`src/rtl/mpx_pkg.sv`:
```
// Shared definitions for the macropixel readout controller.
// Assumes a fixed 4x4 macropixel, so a pattern is 16 bits and a pixel index 4 bits.
package mpx_pkg;
    localparam int PIX_PER_MP = 16;
    localparam int PIX_W      = 4;

    typedef enum logic [1:0] {
        SC_IDLE = 2'd0,
        SC_CAP  = 2'd1,
        SC_EMIT = 2'd2
    } scan_state_t;
endpackage

```
`src/rtl/mpx_ts_counter.sv`:
```
// Crossing timestamp counter.
// Advances by one per readout-clock cycle in which tick_i is high; wraps naturally.
// Assumes tick_i is already synchronous to clk.
module mpx_ts_counter #(
    parameter int TS_W = 8
) (
    input  logic            clk,
    input  logic            rst_n,
    input  logic            tick_i,
    output logic [TS_W-1:0] ts_o
);
    // Count crossings.
    always_ff @(posedge clk) begin
        if (!rst_n)      ts_o <= '0;
        else if (tick_i) ts_o <= ts_o + 1'b1;
    end
endmodule

```
`src/rtl/mpx_hit_latch.sv`:
```
// Per-macropixel hit register and timestamp store.
// A flagged, unfrozen macropixel is frozen and tagged with ts_i. It stays frozen
// until the scan releases it. Flags seen while frozen are ignored.
// Assumes release only targets a frozen macropixel, at most one per cycle.
module mpx_hit_latch #(
    parameter int N_MP  = 16,
    parameter int IDX_W = 4,
    parameter int TS_W  = 8
) (
    input  logic             clk,
    input  logic             rst_n,
    input  logic [N_MP-1:0]  hit_i,
    input  logic [TS_W-1:0]  ts_i,
    input  logic             rel_i,
    input  logic [IDX_W-1:0] rel_idx_i,
    input  logic [IDX_W-1:0] rd_idx_i,
    output logic [N_MP-1:0]  pend_o,
    output logic [TS_W-1:0]  rd_ts_o
);
    logic [TS_W-1:0] ts_arr [N_MP];

    for (genvar i = 0; i < N_MP; i++) begin : g_mp
        logic            pend_q;
        logic [TS_W-1:0] ts_q;

        // Freeze on a new flag, release on scan completion.
        always_ff @(posedge clk) begin
            if (!rst_n) begin
                pend_q <= 1'b0;
                ts_q   <= '0;
            end else if (!pend_q && hit_i[i]) begin
                pend_q <= 1'b1;
                ts_q   <= ts_i;
            end else if (rel_i && rel_idx_i == IDX_W'(i)) begin
                pend_q <= 1'b0;
            end
        end

        assign pend_o[i] = pend_q;
        assign ts_arr[i] = ts_q;
    end

    assign rd_ts_o = ts_arr[rd_idx_i];
endmodule

```
`src/rtl/mpx_pick.sv`:
```
// Fixed-priority picker: the lowest set index of req_i wins.
// Index order is column-major, so the lowest column wins first, then the lowest row.
module mpx_pick #(
    parameter int N_MP  = 16,
    parameter int IDX_W = 4
) (
    input  logic [N_MP-1:0]  req_i,
    output logic             any_o,
    output logic [IDX_W-1:0] idx_o
);
    // Scan from the top so the lowest request overrides.
    always_comb begin
        idx_o = '0;
        for (int i = N_MP - 1; i >= 0; i--) begin
            if (req_i[i]) idx_o = IDX_W'(i);
        end
    end

    assign any_o = |req_i;
endmodule

```
`src/rtl/mpx_scan.sv`:
```
// Readout scan and sparsifier.
// IDLE picks a frozen macropixel. CAP enables it for one cycle and samples the bus.
// EMIT sends one word per set pixel, lowest first, and holds under backpressure.
// The macropixel is released with its last accepted word, or at CAP if the pattern is empty.
module mpx_scan
    import mpx_pkg::*;
#(
    parameter int N_COLS = 4,
    parameter int N_ROWS = 4,
    parameter int TS_W   = 8
) (
    clk, rst_n, any_i, pick_idx_i, pick_ts_i, mp_data_i, out_ready_i,
    col_en_o, row_en_o, out_valid_o, out_data_o, rel_o, rel_idx_o
);
    localparam int N_MP   = N_COLS * N_ROWS;
    localparam int IDX_W  = $clog2(N_MP);
    localparam int COL_W  = $clog2(N_COLS);
    localparam int ROW_W  = $clog2(N_ROWS);
    localparam int WORD_W = TS_W + ROW_W + COL_W + PIX_W;

    input  logic                  clk;
    input  logic                  rst_n;
    input  logic                  any_i;
    input  logic [IDX_W-1:0]      pick_idx_i;
    input  logic [TS_W-1:0]       pick_ts_i;
    input  logic [PIX_PER_MP-1:0] mp_data_i;
    input  logic                  out_ready_i;
    output logic [N_COLS-1:0]     col_en_o;
    output logic [N_ROWS-1:0]     row_en_o;
    output logic                  out_valid_o;
    output logic [WORD_W-1:0]     out_data_o;
    output logic                  rel_o;
    output logic [IDX_W-1:0]      rel_idx_o;

    scan_state_t           state;
    logic [IDX_W-1:0]      cur_idx;
    logic [TS_W-1:0]       cur_ts;
    logic [PIX_PER_MP-1:0] pat;
    logic [PIX_W-1:0]      pix;
    logic [PIX_PER_MP-1:0] pat_rest;
    logic [COL_W-1:0]      cur_col;
    logic [ROW_W-1:0]      cur_row;
    logic                  last_word;

    // Lowest set pixel of the held pattern.
    always_comb begin
        pix = '0;
        for (int b = PIX_PER_MP - 1; b >= 0; b--) begin
            if (pat[b]) pix = PIX_W'(b);
        end
    end

    assign pat_rest  = pat & ~(PIX_PER_MP'(1) << pix);
    assign last_word = (pat_rest == '0);
    assign cur_col   = COL_W'(32'(cur_idx) / N_ROWS);
    assign cur_row   = ROW_W'(32'(cur_idx) % N_ROWS);

    // Scan sequencing and pattern consumption.
    always_ff @(posedge clk) begin
        if (!rst_n) begin
            state   <= SC_IDLE;
            cur_idx <= '0;
            cur_ts  <= '0;
            pat     <= '0;
        end else begin
            case (state)
                SC_IDLE: if (any_i) begin
                    cur_idx <= pick_idx_i;
                    cur_ts  <= pick_ts_i;
                    state   <= SC_CAP;
                end
                SC_CAP: begin
                    pat   <= mp_data_i;
                    state <= (mp_data_i == '0) ? SC_IDLE : SC_EMIT;
                end
                SC_EMIT: if (out_ready_i) begin
                    pat <= pat_rest;
                    if (last_word) state <= SC_IDLE;
                end
                default: state <= SC_IDLE;
            endcase
        end
    end

    // Shared enables, active only in the capture cycle.
    for (genvar c = 0; c < N_COLS; c++) begin : g_col
        assign col_en_o[c] = (state == SC_CAP) && (cur_col == COL_W'(c));
    end
    for (genvar r = 0; r < N_ROWS; r++) begin : g_row
        assign row_en_o[r] = (state == SC_CAP) && (cur_row == ROW_W'(r));
    end

    assign out_valid_o = (state == SC_EMIT);
    assign out_data_o  = {cur_ts, cur_row, cur_col, pix};
    assign rel_o       = ((state == SC_CAP) && (mp_data_i == '0)) ||
                         ((state == SC_EMIT) && out_ready_i && last_word);
    assign rel_idx_o   = cur_idx;
endmodule

```
`src/rtl/mpx_readout_top.sv`:
```
// Top of the macropixel sparsified readout controller.
// Ties the crossing counter, the per-macropixel hit register, the priority picker and
// the scan together. Assumes one readout clock, a synchronous crossing tick, and a
// matrix that drives mp_data from the macropixel whose column and row are both enabled.
module mpx_readout_top #(
    parameter int N_COLS = 4,
    parameter int N_ROWS = 4,
    parameter int TS_W   = 8
) (
    input  logic                                               clk,
    input  logic                                               rst_n,
    input  logic                                               xing_tick,
    input  logic [N_COLS*N_ROWS-1:0]                           mp_hit,
    output logic [N_COLS*N_ROWS-1:0]                           mp_frz,
    output logic [N_COLS-1:0]                                  col_en,
    output logic [N_ROWS-1:0]                                  row_en,
    input  logic [15:0]                                        mp_data,
    output logic                                               out_valid,
    input  logic                                               out_ready,
    output logic [TS_W+$clog2(N_ROWS)+$clog2(N_COLS)+4-1:0]    out_data
);
    localparam int N_MP  = N_COLS * N_ROWS;
    localparam int IDX_W = $clog2(N_MP);

    logic [TS_W-1:0]  ts_now;
    logic [TS_W-1:0]  pick_ts;
    logic [IDX_W-1:0] pick_idx;
    logic [IDX_W-1:0] rel_idx;
    logic             pick_any;
    logic             rel;

    mpx_ts_counter #(.TS_W(TS_W)) u_ts (
        .clk(clk), .rst_n(rst_n), .tick_i(xing_tick), .ts_o(ts_now)
    );

    mpx_hit_latch #(.N_MP(N_MP), .IDX_W(IDX_W), .TS_W(TS_W)) u_hits (
        .clk(clk), .rst_n(rst_n), .hit_i(mp_hit), .ts_i(ts_now),
        .rel_i(rel), .rel_idx_i(rel_idx), .rd_idx_i(pick_idx),
        .pend_o(mp_frz), .rd_ts_o(pick_ts)
    );

    mpx_pick #(.N_MP(N_MP), .IDX_W(IDX_W)) u_pick (
        .req_i(mp_frz), .any_o(pick_any), .idx_o(pick_idx)
    );

    mpx_scan #(.N_COLS(N_COLS), .N_ROWS(N_ROWS), .TS_W(TS_W)) u_scan (
        .clk(clk), .rst_n(rst_n), .any_i(pick_any), .pick_idx_i(pick_idx),
        .pick_ts_i(pick_ts), .mp_data_i(mp_data), .out_ready_i(out_ready),
        .col_en_o(col_en), .row_en_o(row_en), .out_valid_o(out_valid),
        .out_data_o(out_data), .rel_o(rel), .rel_idx_o(rel_idx)
    );
endmodule

```
`config.mk`:
```
export PLATFORM = sky130hd
export DESIGN_NAME = mpx_readout_top
export DESIGN_NICKNAME = d
export VERILOG_FILES = /design/src/rtl/mpx_pkg.sv /design/src/rtl/mpx_ts_counter.sv /design/src/rtl/mpx_hit_latch.sv /design/src/rtl/mpx_pick.sv /design/src/rtl/mpx_scan.sv /design/src/rtl/mpx_readout_top.sv
export SDC_FILE = /design/constraint.sdc
export NUM_CORES = 1
export LEC_CHECK = 0
export BUFFER_PORTS_ARGS = -buffer_cell sky130_fd_sc_hd__buf_2
export CELL_PAD_IN_SITES_DETAIL_PLACEMENT = 0
export CELL_PAD_IN_SITES_GLOBAL_PLACEMENT = 1
export CORE_MARGIN = 3
export CORE_UTILIZATION = 48
export DETAILED_ROUTE_END_ITERATION = 10
export GPL_TIMING_DRIVEN = 0
export HOLD_SLACK_MARGIN = 0.12
export MAX_ROUTING_LAYER = met4
export PLACE_DENSITY_LB_ADDON = 0.1
export SYNTH_ARGS = -nofsm -noshare
export SYNTH_HDL_FRONTEND = slang
export SYNTH_SLANG_ARGS = --single-unit
export TNS_END_PERCENT = 1
```
`constraint.sdc`:
```
create_clock -name clk -period 4.7 [get_ports clk]
set_input_delay 0.235 -clock clk [delete_from_list [all_inputs] [get_ports clk]]
set_output_delay 0.235 -clock clk [all_outputs]
set_load 0.02 [all_outputs]
```
==> results of run 1 <==
[state kept, by name, indices dropped and copies added (netlist names)]
signal and count:
u_scan.cur_ts 8, u_scan.rel_idx_o 4, u_ts.ts_o 8, u_scan.pat 16, u_hits.g_mp.ts_q 128, u_hits.g_mp.pend_q 16
u_scan.state 2
[logic make-up after synthesis]
group                    synth area share (%)
adder cells (fa/ha/maj)                 0.135
AO/OA/AOI/OAI                            15.5
XOR/XNOR                                0.471
AND/OR/NAND/NOR                          25.1
flip-flops                               39.2
buffers and inverters                    5.59
multiplexers                             14.0
[per-stage QoR]
stage | utilization [%] | power (mW) | instance area (sq um) | setup WS (ps)
2_1_floorplan | - | 2.23 | 9290 | 2380
3_3_place_gp | 53.0 | 2.50 | 9980 | 1420
3_5_place_dp | 53.0 | 2.50 | 9980 | 1420
4_1_cts | 58.0 | 4.03 | 10900 | 1400
5_1_grt | 58.0 | 4.18 | 10900 | 1010
6_report | 58.0 | 4.03 | 10900 | 1240
[worst max-delay path by stage]
stage | start | end | slack (ps)
3_5_place_dp | u_hits.g_mp[6].pend_q | u_scan.cur_ts[1] | 1420
6_report | u_hits.g_mp[6].pend_q | u_scan.cur_ts[0] | 1240
2_1_floorplan | u_scan.pat[14] | u_hits.g_mp[4].pend_q | 2380
5_1_grt | u_hits.g_mp[6].pend_q | u_scan.cur_ts[0] | 1010
3_3_place_gp | u_hits.g_mp[6].pend_q | u_scan.cur_ts[1] | 1420
4_1_cts | u_hits.g_mp[6].pend_q | u_scan.cur_ts[1] | 1400
[power groups by stage]
stage | combinational [mW] | clock (mW) | sequential (mW)
global placement | 0.806 | 0 | 1.69
detailed placement | 0.807 | 0 | 1.69
finish | 0.836 | 1.54 | 1.66
global route | 0.904 | 1.62 | 1.66
floorplan | 0.541 | 0 | 1.69
CTS | 0.829 | 1.55 | 1.66
[critical path, stage by stage (launching register included)]
cell and delay, ps:
dfxtp_1 430, inv_1 80, o21ai_0 400, o22ai_1 380, nor2_1 640, buf_2 390, nand2_1 80, a311oi_1 580
o21ai_1 220, a31oi_1 170
[what timing repair did]
| item | 4_1_cts | 5_1_grt |
|---|---|---|
| hold buffers | 31 | 0 |
| endpoints found under the hold margin | 31 | 0 |
| gates resized for setup | 0 | 0 |
[cell usage in the layout (no fill, tap or decap), drive strengths merged, types with 17 or more instances in the layout]
cell,Yosys,final
nor2b,133,133
a21oi,26,26
mux2i,130,130
nand2,145,145
o21ai,49,49
nand2b,21,21
a21boi,24,24
dlygate4sd3,0,31
dfxtp,182,182
nand3,35,35
buf,33,107
o21a,18,18
nor2,31,31
clkbuf,72,91
inv,12,17
[Yosys cell counts, types with 5 or more instances]
library cell  instances
a21boi_0             22
a21oi_1              16
a21oi_2              10
a221oi_1             15
a22oi_1               5
a311oi_1             14
a31oi_1              16
and2_1               12
and4_1                5
buf_1                 6
buf_2                10
buf_4                16
clkbuf_1             72
dfxtp_1             182
inv_1                12
mux2i_1             130
nand2_1             145
nand2b_1             21
nand3_1              35
nand4_1              13
nor2_1               30
nor2b_1             133
nor3_1                8
nor4_1               10
o21a_1               18
o21ai_0              41
o21ai_1               8
o31ai_1               5
[cell type report]
cell class	instances	area [sq um]	area share [%]
repair buffers	105	681	6.24
inverters	12	45.0	0.413
clock inverters	12	166	1.52
flip-flops and latches	182	3640	33.4
plain buffers	105	474	4.34
clock buffers	19	453	4.15
well taps	260	325	2.98
multi-input cells	779	5130	47.0
[routing by layer]
metal | share of wire, % | vias to the layer above
li1 | - | 4017
met2 | 46 | 257
met4 | 1.2 | 0
met5 | 0 | -
met1 | 47 | 3858
met3 | 5.7 | 30
==> impl_results.md, run 1 <==
- Worst R2R Setup Slack: between 1000 and 1500 ps
- Met1 Use GR: a little under two fifths
- H-tree Lvls: 4
- Die X: around 150 microns
- Top Usage Layer GRT: met2
- Worst-Skew Late Latency: ~440 ps
- Largest net degree at the start of global routing: 17
- Min-delay src: mp_data[3]
- Dominant cell type by area after synthesis: dfxtp_1
- Share of the synthesized area in the top cell type: between 30% and 40%
- Worst hold slack: 125 ps
- Die Span Y: roughly 150 microns
- DRT Pass-1 Iters: 5
- CP Max Fanout: 10
- Period utilization: 73.5%
- Setup-failing EPs final: 0
- Slew HR: 33.9%
- Drt drc: 0
- Routed wire per std cell: about 19 microns
- P per Cell Area: 369 nW/um^2
- Slew @ Worst Pin: about 1000 ps
- I/O pin cnt: between 70 and 80
- Setup CP Type: reg2reg
- Gpl congestion: a little under 0.9
- Fin. Hold Viols: 0
- RSZ-0062 raised after global routing: no
- Mean number of vias per cell: 5.54
- Via count: 8162
- Kind of end point of the critical path: flip-flop
- Depth of the worst hold-timing path: 3
- Max Clock Freq: 0.289 GHz
- Post-synth EDFFs: 0
- Finished Layout Cells: ~1500
- Area Overhead vs Synth: 17.5%
- GRT Total Usage: a little over a quarter
- Clock Tree Root: clkbuf_16
- Net Sw Power: 1.26 mW
- Vias in the first global route: a little under 8000
- Antenna violations before repair: 0
- Avg Inst Size Synth: roughly 8.6 sq um
- Fin. max-slew vios: 0
- Antenna Violating Nets Remaining: 0
- Met2 GRT Util: a little over two fifths
- Final min period: 3460 ps
- Pint: approximately 2.8 mW
- Core area: 18800 sq um
- Data required, critical path: 5070 ps
- Post-synthesis net count: ~1100
- Reg2reg start: u_hits.g_mp[6].pend_q
- Hold endpoint: u_scan.pat[3]
- NumNets Final: around 1200
- Count of buffers from port buffering: 74
- Ys async rst share: 0%
- GR Overflow Total: 0
- Logic pwr share: 20.7%
- First-pass GRT wire length: 44.4 mm
- Sequential share of the synthesized area: between 30 and 40%
- DR iter-0 viols: a little under 700
- Drt total wl: 27.9 mm
- Initial Util: around 49%
- Share of cells above drive strength 1: ~13%
- Fill count: roughly 1800
- Seq pwr share: 41.1%
- R2R depth: 9
- R2r endpoint: u_scan.cur_ts[0]
- Postcts setup bufs: 0
- DP Cell Count: roughly 1400
- Synthesis Warnings: 0
- Clock share of power: a little under two fifths
- Area contributors post-synth: dfxtp_1 (39%), mux2i_1 (14%), nor2b_1 (9.0%)
- Post-synth top flop: dfxtp_1
- TritonCTS Buffers: 17
- Clock skew: around 12 ps
- Distinct cells, synth: between 60 and 70
- Mapped Cells: roughly 1100
- Mapped Area: a little over 9000 sq um
- Die area: 21100 sq um
- Number of synthesized register bits: about 180
- Tightest Hold Check Type: in2reg
- Reg clk slew, reported paths: around 70 ps
- VDD IR max: roughly 0.00026 V
- Row Count: 50
- Status: finished clean
- Antenna cell count: 0
- WP data arrival: roughly 3800 ps
- CTS tree: yes
- LEAKAGE: 4.37 nW
- GRT met3 Usage: under 10%
- Longest Clk Path Bufs: 2
- Max_cap viols: 0
- # clock sinks: roughly 180
- Dpl hpwl: approximately 20 mm
- CP Launch Type: flip-flop
- Sw frac: between 30% and 40%
- Final setup TNS: 0 ps
(Power assumes the default switching activity.)
==> run 2: changes to the inputs <==
- ABC_AREA: unset -> 1
- CORE_UTILIZATION: 48 -> 39
- clock period: 4.7 -> 2.84 ns (I/O delays scaled with it)
==> impl_results.md, run 2 <==
- Post-synthesis mux area share: 0%
- Area Overhead vs Synth: 18.0%
- Drt total wl: ~32 mm
- Largest register FFs: 128
- Clock Tree Root: clkbuf_16
- Reg clk slew, reported paths: roughly 80 ps
- Setup-failing EPs final: 0
- Post-synth EDFFs: 0
- Vias in the first global route: ~8300
- Fin. Hold Viols: 0
- Dpl hpwl: 24.3 mm
- Dpl ws: -478 ps
- H-tree Lvls: 4
- Count of buffers from port buffering: 70
- LEAKAGE: 4.19 nW
- Distinct cells, synth: 37
- Antenna cell count: 0
- Ys async rst share: 0%
- Main combinational cell family by area after synthesis: compound AO/OA/AOI/OAI gates
- Postcts setup bufs: 0
- Finished Layout Cells: between 1500 and 2000
- CTS tree: yes
- GRT Total Usage: 27.2%
- Area contributors post-synth: dfxtp_1 (42%), a21oi_1 (10%), o21ai_0 (9.5%)
- Data required, critical path: about 3200 ps
- Tightest Hold Check Type: in2reg
- DRT Pass-1 Iters: 6
- Status: finished clean
- Slew HR: between 40 and 50%
- Max_cap viols: 0
- Avg Inst Size Synth: about 7 sq um
- VDD IR max: around 0.00037 V
- Mean number of vias per cell: ~5.4
- Fin. max-slew vios: 0
- # clock sinks: 182
- Kind of end point of the critical path: flip-flop
- Commonest cells after routing, fill and taps aside: a21oi_1 (183), dfxtp_1 (179), o21ai_0 (156)
- Synthesis Warnings: 0
- Largest net degree at the start of global routing: 19
- Mapped Area: 8770 sq um
- Dominant cell type by area after synthesis: dfxtp_1
- Commonest cells post-synth: a21oi_1 (183), dfxtp_1 (182), o21ai_0 (167), nand2_1 (154)
- Synth Area in XOR/XNOR: 0%
- Synth Area in Adders: less than 1%
- Gpl congestion: ~0.9
- Final worst setup slack: 92.0 ps
- CP Launch Type: flip-flop
- Die X: ~160 microns
- Setup CP Type: reg2reg
- Routed wire per std cell: 19.5 microns
- DP Cell Count: around 1600
- Slew @ Worst Pin: 835 ps
- Commonest non-fill, non-tap cell in the layout: a21oi_1
- Initial Util: 39.9%
- Post-synthesis net count: roughly 1300
- GR Overflow Total: 0
- Antenna Violating Nets Remaining: 0
- P per Cell Area: slightly above 700 nW/um^2
- RSZ-0062 raised after global routing: yes
- Count leader, synth: a21oi_1
- Worst R2R Setup Slack: 90 ps
- Via count: 8849
- First-pass GRT wire length: 48.9 mm
- Row Count: 54
- Mapped Cells: about 1200
- Synth Area in Compound Gates: 26.6%
- Share of the synthesized area in the top cell type: approximately two fifths
- Max Clock Freq: roughly 0.36 GHz
- Simple-gate area share of the yosys netlist: approximately a fifth
- Worst-Skew Late Latency: 450 ps
- Largest regs: u_hits.g_mp.ts_q: 128 flops, u_hits.g_mp.pend_q: 16 flops, u_scan.pat: 16 flops
- Share of cells above drive strength 1: between 10% and 20%
- I/O pin cnt: a little under 80
- Final min period: about 2700 ps
- Fill count: 2314
- Die area: 24300 sq um
- FF+latch area: approximately 3600 sq um
- Clock skew: approximately 13 ps
- Core area: 22000 sq um
- Sequential share of the synthesized area: between 40% and 50%
- Number of synthesized register bits: around 180
- Longest Clk Path Bufs: 2
- Period utilization: 96.8%
- NumNets Final: between 1000 and 1500
- Die Span Y: between 150 and 200 microns
- Post-synth top flop: dfxtp_1
- WP data arrival: a little over 3000 ps
- Most flops, register: u_hits.g_mp.ts_q
- CP Max Fanout: 10
- DR iter-0 viols: approximately 690
- Antenna violations before repair: 0
- Drt drc: 0
- Multi-input combinational cell area: 4200 sq um
- TritonCTS Buffers: 17
## run 2: cell count changes after synthesis, moves of 21 or more
cell and delta:
mux2i_1 -130, o21ai_0 +126, nand2b_1 -21, nand2_2 +26, nor2b_1 -133, a21boi_0 -22, nand3_1 +33, o211ai_1 +44
nor2_1 +93, inv_1 +111, a21oi_1 +167
## run 2: power by group
part | leakage, nW | internal [mW] | switching [mW]
Clock | 0.266 | 1.16 | 1.17
Combinational | 2.42 | 0.665 | 1.43
Sequential | 1.50 | 2.77 | 0.161
## run 2: cells by family after synthesis
family,after synthesis
buffers and inverters,230
adders and majority gates,1
AOI/OAI and AO/OA,426
and+or+nand+nor,409
DFF,182
## run 2: final cells by class
class | count | area share [%]
multi-input cells | 837 | 40.6
flip-flops and latches | 182 | 35.3
repair buffers | 92 | 5.51
inverters | 140 | 5.16
plain buffers | 90 | 4.59
clock buffers | 17 | 4.11
well taps | 280 | 3.39
clock inverters | 15 | 1.35
## run 2: per-stage QoR
stage	area (sq um)	util [%]	power, mW	setup TNS, ps	hold slack (ps)
2_1_floorplan	8770	-	4.33	0	232
3_3_place_gp	9470	43.1	4.99	-4120	399
3_5_place_dp	9470	43.1	4.99	-3470	411
4_1_cts	10300	46.9	7.33	0	134
5_1_grt	10300	47.1	7.72	-276	155
6_report	10300	47.1	7.35	0	138
## run 2: what timing repair did
action	4_1_cts	5_1_grt
pin swaps	1	4
endpoints found under the hold margin	30	0
hold buffers	22	0
resized for setup	19	30
setup endpoints to repair	8	14
cloned	0	1
## run 2: worst max-delay path: stages (launching register included)
cell and delay, ps:
dfxtp_1 390, inv_1 90, clkbuf_1 270, nand3_1 250, inv_1 70, a21oi_2 420
clkbuf_1 520, nand3_1 210, nand3_1 170, nand3_1 120, nand2_1 100, inv_1 30
## run 2: metal layers
metal	up-vias	track usage (%)	share of wire (%)
met1	4125	37.9	47
met5	-	-	0
met3	38	3.30	6.0
li1	4402	-	-
met4	0	6.69	1.7
met2	284	42.2	45
## run 2: final timing paths
kind | startpoint | endpoint | depth (start not counted)
hold / removal | mp_hit[3] | u_hits.g_mp[3].ts_q[4] | 3
setup / recovery | u_hits.g_mp[7].pend_q | u_scan.cur_ts[4] | 11
setup reg to reg | u_hits.g_mp[7].pend_q | u_scan.cur_ts[4] | 11
hold reg to reg | u_hits.g_mp[2].ts_q[4] | u_hits.g_mp[2].ts_q[4] | 2
==> run 3: changes to the inputs <==
- ABC_AREA: 1 -> unset
- CORE_UTILIZATION: 39 -> 41
==> impl_results.md, run 3 (synthesized netlist as in run 1, its figures left out) <==
- First-pass GRT wire length: roughly 45 mm
- Pwr Total: approximately 6.6 mW
- Row Count: 54
- Reg2reg start: u_hits.g_mp[5].pend_q
- CTS tree: yes
- Core area: between 20000 and 25000 sq um
- CP Launch Type: flip-flop
- R2r endpoint: u_scan.cur_ts[1]
- GR Overflow Total: 0
- Fill count: between 2000 and 2500
- VDD IR max: 0.000370 V
- R2R depth: 6
- Dpl hpwl: slightly above 20 mm
- CP Max Fanout: 10
- Min-delay src: out_ready
- Kind of end point of the critical path: flip-flop
- Largest regs: u_hits.g_mp.ts_q: 128 flops, u_hits.g_mp.pend_q: 16 flops, u_scan.pat: 16 flops
- Multi-input combinational cell area: ~5200 sq um
- Worst hold slack: ~140 ps
- Depth of the worst hold-timing path: 4
- H-tree Lvls: 4
- Pint: between 4 and 5 mW
- Max_cap viols: 0
- Largest net degree at the start of global routing: 17
- Status: finished clean
- Max Clock Freq: about 0.36 GHz
- Logic pwr share: a little over a fifth
- Routed wire per std cell: between 15 and 20 microns
- Antenna cell count: 0
- Data required, critical path: around 3200 ps
- Final min period: approximately 2800 ps
- Mean number of vias per cell: about 5.4
- LEAKAGE: between 4 and 5 nW
- Worst-Skew Late Latency: 440 ps
- Reg clk slew, reported paths: 70 ps
- Tightest Hold Check Type: in2reg
- Drt drc: 0
- DRT Pass-1 Iters: 6
- Worst R2R Setup Slack: approximately 67 ps
- DR iter-0 viols: 581
- Dpl ws: -417 ps
- Final setup TNS: 0 ps
- # clock sinks: between 150 and 200
- Drt total wl: between 20 and 30 mm
- Antenna Violating Nets Remaining: 0
- Area Overhead vs Synth: 19.0%
- Most flops, register: u_hits.g_mp.ts_q
- Die X: around 160 microns
- Fin. max-slew vios: 0
- Clock skew: 13.4 ps
- P per Cell Area: 600 nW/um^2
- Setup CP Type: reg2reg
- Vias in the first global route: 7763
- FF+latch area: between 3000 and 4000 sq um
- TritonCTS Buffers: 17
- Sw frac: between 30% and 40%
- Critical path origin: u_hits.g_mp[5].pend_q
- Die area: about 24000 sq um
- Commonest non-fill, non-tap cell in the layout: dfxtp_1
- Share of cells above drive strength 1: around 14%
- Setup-failing EPs final: 0
- Clock share of power: around 37%
- Final Instance Area: approximately 11000 sq um
- Hold endpoint: u_scan.state[1]
- Net Sw Power: between 2 and 2.5 mW
- Via count: 8100
- Seq pwr share: between 40% and 50%
- Slew HR: between 30% and 40%
- NumNets Final: ~1200
- Period utilization: between 90% and 100%
- Die Span Y: 157 microns
- Commonest cells after routing, fill and taps aside: dfxtp_1 (181), nand2_1 (145), nor2b_1 (133)
- Antenna violations before repair: 0
- Gpl congestion: between 0.8 and 0.9
- Fin. Hold Viols: 0
- I/O pin cnt: between 70 and 80
- Initial Util: around 42%
- Count of buffers from port buffering: between 70 and 80
- Final worst setup slack: a little under 70 ps
- RSZ-0062 raised after global routing: yes
- GRT Total Usage: approximately a quarter
- Slew @ Worst Pin: approximately 950 ps
- Longest Clk Path Bufs: 2
- WP data arrival: roughly 3100 ps
- Clock Tree Root: clkbuf_16
- Largest register FFs: 128
- Dpl cell area: 10000 sq um
## run 3: routing by layer
layer	part of all wire [%]	track usage, %
met5	0	-
met4	1.1	5.38
met3	4.2	3.87
met2	46	38.5
met1	49	34.2
## run 3: layout make-up
cell class | count | area share [%]
plain buffers | 105 | 4.36
well taps | 280 | 3.17
clock buffers | 21 | 4.26
clock inverters | 10 | 1.10
repair buffers | 111 | 6.59
multi-input cells | 779 | 47.1
inverters | 12 | 0.408
flip-flops and latches | 182 | 33.0
## run 3: how the worst max path moves through the flow
stage	endpoint	slack (ps)	cells after the start
2_1_floorplan	u_hits.g_mp[4].pend_q	520	9
3_3_place_gp	u_scan.cur_ts[1]	-370	9
3_5_place_dp	u_scan.cur_ts[1]	-420	9
4_1_cts	u_hits.g_mp[4].pend_q	30	10
5_1_grt	u_scan.cur_ts[1]	-60	9
6_report	u_scan.cur_ts[1]	70	6
## run 3: worst max-delay path, cell delays in order, from the launching register on
cell and delay [ps]:
dfxtp_1 410, nor4_1 500, o21ai_0 250, nand3_1 410, clkbuf_1 560, nand4_1 310, a31oi_1 250
## run 3: stage by stage
| stage | instances | utilization [%] |
|---|---|---|
| after floorplan | 1078 | - |
| after global placement | 1432 | 45.4 |
| after detailed placement | 1432 | 45.4 |
| after CTS | 1497 | 49.9 |
| after global routing | 1500 | 50.2 |
| final | 1500 | 50.2 |
## run 3: power by group through the flow
stage | registers, mW | logic, mW | clock network (mW)
finish | 2.75 | 1.44 | 2.45
global route | 2.76 | 1.55 | 2.57
CTS | 2.74 | 1.41 | 2.47
detailed placement | 2.80 | 1.35 | 0
global placement | 2.80 | 1.35 | 0
floorplan | 2.79 | 0.896 | 0
## run 3: what timing repair did
action	in CTS	in global routing
gates resized for setup	10	14
hold endpoints to repair	32	0
pin swaps	2	2
hold buffers	32	0
setup endpoints to repair	19	18
setup buffers	2	3
